===== src/rtl/dwidth_alu_pkg.sv =====
// Package: shared opcode type and flag bit positions for the dual-width unit.
// Assumes a five-bit flag register; positions are fixed because the
// surrounding control decodes them.
package dwidth_alu_pkg;

    localparam int FLAG_W = 5;
    localparam int FL_C   = 0;
    localparam int FL_Z   = 1;
    localparam int FL_W8  = 2;
    localparam int FL_V   = 3;
    localparam int FL_N   = 4;

    typedef enum logic [1:0] {
        OP_NOP  = 2'b00,
        OP_ADD  = 2'b01,
        OP_SUB  = 2'b10,
        OP_XFER = 2'b11
    } op_e;

endpackage


===== src/rtl/addsub_lane.sv =====
// Module: one adder/subtractor at a fixed width W.
// Produces the sum, the carry out (inverted borrow on subtract) and the
// signed overflow at that width. Purely combinational.
module addsub_lane #(
    parameter int W = 16
) (
    input  logic [W-1:0] a,
    input  logic [W-1:0] b,
    input  logic         sub,
    output logic [W-1:0] sum,
    output logic         cout,
    output logic         ovf
);
    logic [W-1:0] b_eff;
    logic [W:0]   ext;

    // Invert B and inject a carry-in for subtraction, then add at W+1 bits.
    always_comb begin
        b_eff = sub ? ~b : b;
        ext   = {1'b0, a} + {1'b0, b_eff} + {{W{1'b0}}, sub};
        sum   = ext[W-1:0];
        cout  = ext[W];
        ovf   = (a[W-1] == b_eff[W-1]) && (ext[W-1] != a[W-1]);
    end

endmodule


===== src/rtl/flag_next.sv =====
// Module: next-state logic for the destination register and the flag register.
// Assumes both lane results are presented every cycle; picks the one that
// the width bit selects, merges it into the old destination, derives the
// flags and finally applies the set/clear masks (set wins).
module flag_next
    import dwidth_alu_pkg::*;
#(
    parameter int DATA_W   = 16,
    parameter int NARROW_W = 8
) (
    input  op_e                 op,
    input  logic [DATA_W-1:0]   b_in,
    input  logic [DATA_W-1:0]   res_q,
    input  logic [FLAG_W-1:0]   flags_q,
    input  logic [DATA_W-1:0]   w_sum,
    input  logic                w_c,
    input  logic                w_v,
    input  logic [NARROW_W-1:0] n_sum,
    input  logic                n_c,
    input  logic                n_v,
    input  logic [FLAG_W-1:0]   set_m,
    input  logic [FLAG_W-1:0]   clr_m,
    output logic [DATA_W-1:0]   res_d,
    output logic [FLAG_W-1:0]   flags_d
);
    localparam int HI_W = DATA_W - NARROW_W;

    logic                mode8;
    logic                arith;
    logic [DATA_W-1:0]   wide_val;
    logic [NARROW_W-1:0] lo_val;
    logic                neg;
    logic                zero;
    logic [FLAG_W-1:0]   op_flags;

    // Select the value written at each width and derive its sign and zero.
    always_comb begin
        mode8    = flags_q[FL_W8];
        arith    = (op == OP_ADD) || (op == OP_SUB);
        wide_val = (op == OP_XFER) ? b_in : w_sum;
        lo_val   = (op == OP_XFER) ? b_in[NARROW_W-1:0] : n_sum;
        neg      = mode8 ? lo_val[NARROW_W-1] : wide_val[DATA_W-1];
        zero     = mode8 ? (lo_val == '0) : (wide_val == '0);
    end

    // Next destination value: hold on no-op, keep upper part in narrow mode.
    always_comb begin
        if (op == OP_NOP)
            res_d = res_q;
        else if (mode8)
            res_d = {res_q[DATA_W-1:DATA_W-HI_W], lo_val};
        else
            res_d = wide_val;
    end

    // Flags produced by the operation, then masks applied with set on top.
    always_comb begin
        op_flags = flags_q;
        if (op != OP_NOP) begin
            op_flags[FL_N] = neg;
            op_flags[FL_Z] = zero;
        end
        if (arith) begin
            op_flags[FL_V] = mode8 ? n_v : w_v;
            op_flags[FL_C] = mode8 ? n_c : w_c;
        end
        flags_d = (op_flags & ~clr_m) | set_m;
    end

endmodule


===== src/rtl/dwidth_alu.sv =====
// Module: top of the dual-width add/subtract flag unit.
// Holds the destination and flag registers (synchronous active-low reset)
// and wires one full-width lane and one narrow lane to the next-state logic.
// Assumes NARROW_W < DATA_W.
module dwidth_alu
    import dwidth_alu_pkg::*;
#(
    parameter int DATA_W   = 16,
    parameter int NARROW_W = 8
) (
    input  logic                clk,
    input  logic                rst_n,
    input  logic [1:0]          op_code,
    input  logic [DATA_W-1:0]   operand_a,
    input  logic [DATA_W-1:0]   operand_b,
    input  logic [FLAG_W-1:0]   flag_set,
    input  logic [FLAG_W-1:0]   flag_clr,
    output logic [DATA_W-1:0]   result,
    output logic [FLAG_W-1:0]   flags
);
    op_e                 op;
    logic                is_sub;
    logic [DATA_W-1:0]   w_sum;
    logic                w_c;
    logic                w_v;
    logic [NARROW_W-1:0] n_sum;
    logic                n_c;
    logic                n_v;
    logic [DATA_W-1:0]   res_d;
    logic [FLAG_W-1:0]   flags_d;
    logic [DATA_W-1:0]   res_q;
    logic [FLAG_W-1:0]   flags_q;

    assign op     = op_e'(op_code);
    assign is_sub = (op == OP_SUB);

    addsub_lane #(.W(DATA_W)) u_wide (
        .a    (operand_a),
        .b    (operand_b),
        .sub  (is_sub),
        .sum  (w_sum),
        .cout (w_c),
        .ovf  (w_v)
    );

    addsub_lane #(.W(NARROW_W)) u_narrow (
        .a    (operand_a[NARROW_W-1:0]),
        .b    (operand_b[NARROW_W-1:0]),
        .sub  (is_sub),
        .sum  (n_sum),
        .cout (n_c),
        .ovf  (n_v)
    );

    flag_next #(.DATA_W(DATA_W), .NARROW_W(NARROW_W)) u_next (
        .op      (op),
        .b_in    (operand_b),
        .res_q   (res_q),
        .flags_q (flags_q),
        .w_sum   (w_sum),
        .w_c     (w_c),
        .w_v     (w_v),
        .n_sum   (n_sum),
        .n_c     (n_c),
        .n_v     (n_v),
        .set_m   (flag_set),
        .clr_m   (flag_clr),
        .res_d   (res_d),
        .flags_d (flags_d)
    );

    // Destination and flag registers with synchronous active-low reset.
    always_ff @(posedge clk) begin
        if (!rst_n) begin
            res_q   <= '0;
            flags_q <= '0;
        end else begin
            res_q   <= res_d;
            flags_q <= flags_d;
        end
    end

    assign result = res_q;
    assign flags  = flags_q;

endmodule


===== config.mk =====
export PLATFORM = sky130hd
export DESIGN_NAME = dwidth_alu
export DESIGN_NICKNAME = d
export VERILOG_FILES = /design/src/rtl/dwidth_alu_pkg.sv /design/src/rtl/addsub_lane.sv /design/src/rtl/flag_next.sv /design/src/rtl/dwidth_alu.sv
export SDC_FILE = /design/constraint.sdc
export NUM_CORES = 1
export LEC_CHECK = 0
export BUFFER_PORTS_ARGS = -buffer_cell sky130_fd_sc_hd__buf_2
export CAP_MARGIN = 10
export CORE_UTILIZATION = 37
export CTS_CLUSTER_SIZE = 14
export DETAILED_ROUTE_END_ITERATION = 10
export PLACE_DENSITY_LB_ADDON = 0.2
export SLEW_MARGIN = 20
export SYNTH_ARGS = -nofsm -noshare
export SYNTH_HDL_FRONTEND = slang
export SYNTH_SLANG_ARGS = --single-unit

===== constraint.sdc =====
create_clock -name clk -period 3.6 [get_ports clk]
set_clock_uncertainty 0.05 [all_clocks]
set_input_delay 0.72 -clock clk [delete_from_list [all_inputs] [get_ports clk]]
set_output_delay 0.72 -clock clk [all_outputs]
set_load 0.01 [all_outputs]

==> summary.md <==
| Metric | Value |
|---|---|
| Run status | complete, no violations |
| Primary flip-flop cell chosen by synthesis mapping | dfxtp_1 |
| Core Area | 6030 sq um |
| Mapped Area | 2350 sq um |
| Register-to-register setup slack | 2.15 ns |
| Final Net Count | 439 |
| Share of cells above drive strength 1 | 31.4% |
| Synth top area cells | dfxtp_1 18%, ha_1 11%, xor2_1 6.3% |
| Wire per inst | 14.6 microns |
| Cell variety after synth | 66 |
| Yosys Warn Count | 0 |
| Final min period | 3.37 ns |
| Power Density | 340 nW/um^2 |
| CP startpoint kind | input pin |
| Min Hold Slack | 0.421 ns |
| Total Routed Length | 6.50 mm |
| Gr usage total | 20.7% |
| Cells after synthesis | 288 |
| # hold bufs at CTS | 0 |
| Pleak | 1.40 nW |
| CTS tree | built |
| # DRC | 0 |
| Antenna violations before repair | 0 |
| R2r worst-path depth | 3 |
| CP arrival | 3.53 ns |
| I/O Buffers | 66 |
| Number of synthesized flops with an enable pin | 0 |
| Post_cts resized | 0 |
| Ys async rst share | 0% |
| Post-synth top area share | 17.9% |
| Final Cycle Share | 93.7% |
| Overflow after GRT | 0 |
| Critical path type | input pin to flop |
| DRT Pass-1 Iters | 4 |
| Final hold viol count | 0 |
| Psw | 402 uW |
| Post-layout util | 49.0% |
| Dpl hpwl | 5.43 mm |
| Seq/Total Area, Yosys | 17.9% |
| Vias in the first global route | 2251 |
| Final setup TNS | 0 ns |
| Hold path depth | 2 |
| Post-route insts no fill | 445 |
| Worst VDD drop | 230 uV |
| Via Count | 2391 |
| Reg power frac | 27.5% |
| Skew-Pair Late Insertion Delay | 0.26 ns |
| Hold Startpoint | result[4]$_SDFFE_PN0N_ |
| Die area | 6670 sq um |
| Initial Util | 39.0% |
| Clk pwr share | 15.3% |
| Antenna Cells | 0 |
| Cell area after placement | 2910 sq um |
| CTS Buf Count | 3 |
| Crit Reg-Reg Startpoint | flags[2]$_SDFF_PN0_ |
| Layout fillers | 633 |
| Maximum clock path buffer count | 2 |
| First-pass GRT wire length | 10.8 mm |
| Most frequent cells after synthesis | 29 x nand2_1, 21 x dfxtp_1, 21 x ha_1 |
| Reg-to-Reg End | result[14]$_SDFFE_PN0P_ |
| Crit-path max FO | 4 |
| WP data required | 3.76 ns |
| RSZ-0062 raised after global routing | false |
| Hold endpoint | result[4]$_SDFFE_PN0N_ |
| Area Overhead vs Synth | 25.8% |
| GPL Wtd Cong | 0.856 |
| Placed Cells | 441 |
| Mean Syn Cell Area | 8.15 sq um |
| Largest net degree at the start of global routing | 23 |
| CTS root buffer | clkbuf_8 |
| Final setup vio count | 0 |
| Max-cap violation count | 0 |
| #FFs+latches synth | 21 |
| Hold crit path type | flop to flop |
| Row count | 28 |
| Post-CTS Setup Inserts | 0 |
| H-tree depth | 1 |
| 1st-iter DRT viols | 117 |
| Max Slew Vio Count | 0 |
| Net Sw Frac | 40.0% |
| Clock Sinks | 21 |
| Slew HR | 51.0% |
| Final instance area | 2950 sq um |
| Area leader, netlist | dfxtp_1 |
| Worst-path clk slew | 0.08 ns |
| Measured slew at the worst slew-check pin | 0.735 ns |
| Post-route ant nets | 0 |
| Die width | 81.7 microns |
| Logic pwr share | 57.3% |
| Die H | 81.7 microns |
| # IOs | 67 |
| Int Pwr | 603 uW |
| Most frequent cell after synthesis | nand2_1 |
| Post-Syn Nets | 356 |
| Vias per Instance | 5.37 |
| F_max | 296 MHz |
| Endpoint type of the worst setup path | flop |
registers in the layout, summed over array words and instances, names as in the netlist:
| name | flops |
|---|---|
| result | 16 |
| flags | 5 |
cells in the final DEF (no fill, tap or decap), types with 2 or more instances in the layout:
cell type | synthesis | layout
nor3b_1 | 10 | 10
o211ai_1 | 7 | 7
a211oi_1 | 2 | 2
dfxtp_1 | 21 | 21
mux2i_1 | 2 | 2
nor2b_1 | 5 | 5
a21o_1 | 3 | 3
nor3_1 | 3 | 3
a21oi_1 | 17 | 17
a21boi_0 | 3 | 3
or4_1 | 3 | 3
ha_1 | 21 | 21
o21ai_0 | 19 | 19
a31oi_1 | 4 | 4
and3_1 | 4 | 4
nand3_1 | 5 | 5
buf_2 | 3 | 66
a211o_1 | 3 | 3
xnor2_1 | 6 | 6
and2_1 | 4 | 4
inv_1 | 9 | 9
a311oi_1 | 2 | 2
nand2_1 | 29 | 29
clkbuf_8 | 0 | 3
buf_4 | 0 | 27
nor4b_1 | 4 | 4
xor2_1 | 17 | 17
nand4_1 | 3 | 3
o21a_1 | 4 | 4
o21ai_2 | 2 | 2
or2_2 | 2 | 2
o211a_1 | 5 | 5
nor2_1 | 19 | 19
nand2b_1 | 2 | 2
a2111oi_4 | 3 | 3
logic make-up (layout without fill, tap and decap cells):
kind of cell | count (synthesis) | in the layout | synth area share [%]
AND/OR/NAND/NOR | 98 | 98 | 22.2
AO/OA/AOI/OAI | 94 | 94 | 32.4
buffers and inverters | 25 | 107 | 4.47
XOR/XNOR | 23 | 23 | 8.58
adder cells (fa/ha/maj) | 22 | 22 | 12.0
flip-flops | 21 | 21 | 17.9
multiplexers | 5 | 5 | 2.45
through the flow:
stage | setup WS, ns | power [mW]
floorplan | 0.0495 | 0.650
global placement | -0.0273 | 0.850
detailed placement | -0.0687 | 0.852
CTS | 0.210 | 1.01
global route | 0.00614 | 1.08
finish | 0.227 | 1.01
final cells by class:
type | instances | area (sq um) | area share (%)
Sequential cell | 21 | 420 | 14.2
Multi-Input combinational cell | 242 | 1820 | 61.7
Inverter | 10 | 37.5 | 1.27
Tap cell | 75 | 93.8 | 3.18
Clock inverter | 1 | 5.00 | 0.169
Clock buffer | 3 | 41.3 | 1.40
Timing Repair Buffer | 93 | 533 | 18.0
per-layer routing:
| layer | vias up | global-route usage, % | share of wire [%] |
|---|---|---|---|
| met5 | - | 0 | 0 |
| met4 | 0 | 4.74 | 0.78 |
| met3 | 4 | 1.78 | 5.5 |
| met2 | 61 | 33.1 | 45 |
| met1 | 1090 | 29.8 | 49 |
| li1 | 1236 | - | - |
how the worst max path moves through the flow:
stage                     startpoint             endpoint  slack, ns  cells after the start
after detailed placement  op_code[0]  flags[1]$_SDFF_PN0_      -0.07                     12
after CTS                 op_code[0]  flags[1]$_SDFF_PN0_       0.21                     12
after global placement    op_code[0]  flags[1]$_SDFF_PN0_      -0.03                     12
after global routing      op_code[0]  flags[1]$_SDFF_PN0_      0.006                     13
final                     op_code[0]  flags[1]$_SDFF_PN0_       0.23                     12
after floorplan           op_code[0]  flags[1]$_SDFF_PN0_       0.05                     13
power groups by stage:
| stage | clock (mW) | combinational [mW] | sequential, mW |
|---|---|---|---|
| 2_1_floorplan | 0 | 0.357 | 0.293 |
| 3_3_place_gp | 0 | 0.569 | 0.281 |
| 3_5_place_dp | 0 | 0.571 | 0.281 |
| 4_1_cts | 0.157 | 0.576 | 0.276 |
| 5_1_grt | 0.164 | 0.638 | 0.280 |
| 6_report | 0.153 | 0.576 | 0.276 |
critical path, cell delays in order:
cell and delay [ns]:
buf_2 0.09, inv_1 0.06, ha_1 0.24, mux2_4 0.32
fa_1 0.44, a211oi_2 0.25, o211ai_2 0.17, a2111oi_4 0.37
nor4_1 0.09, o21bai_1 0.23, a2111oi_4 0.34, a41o_1 0.20
No activity file was read; power rests on OpenSTA's default activity.
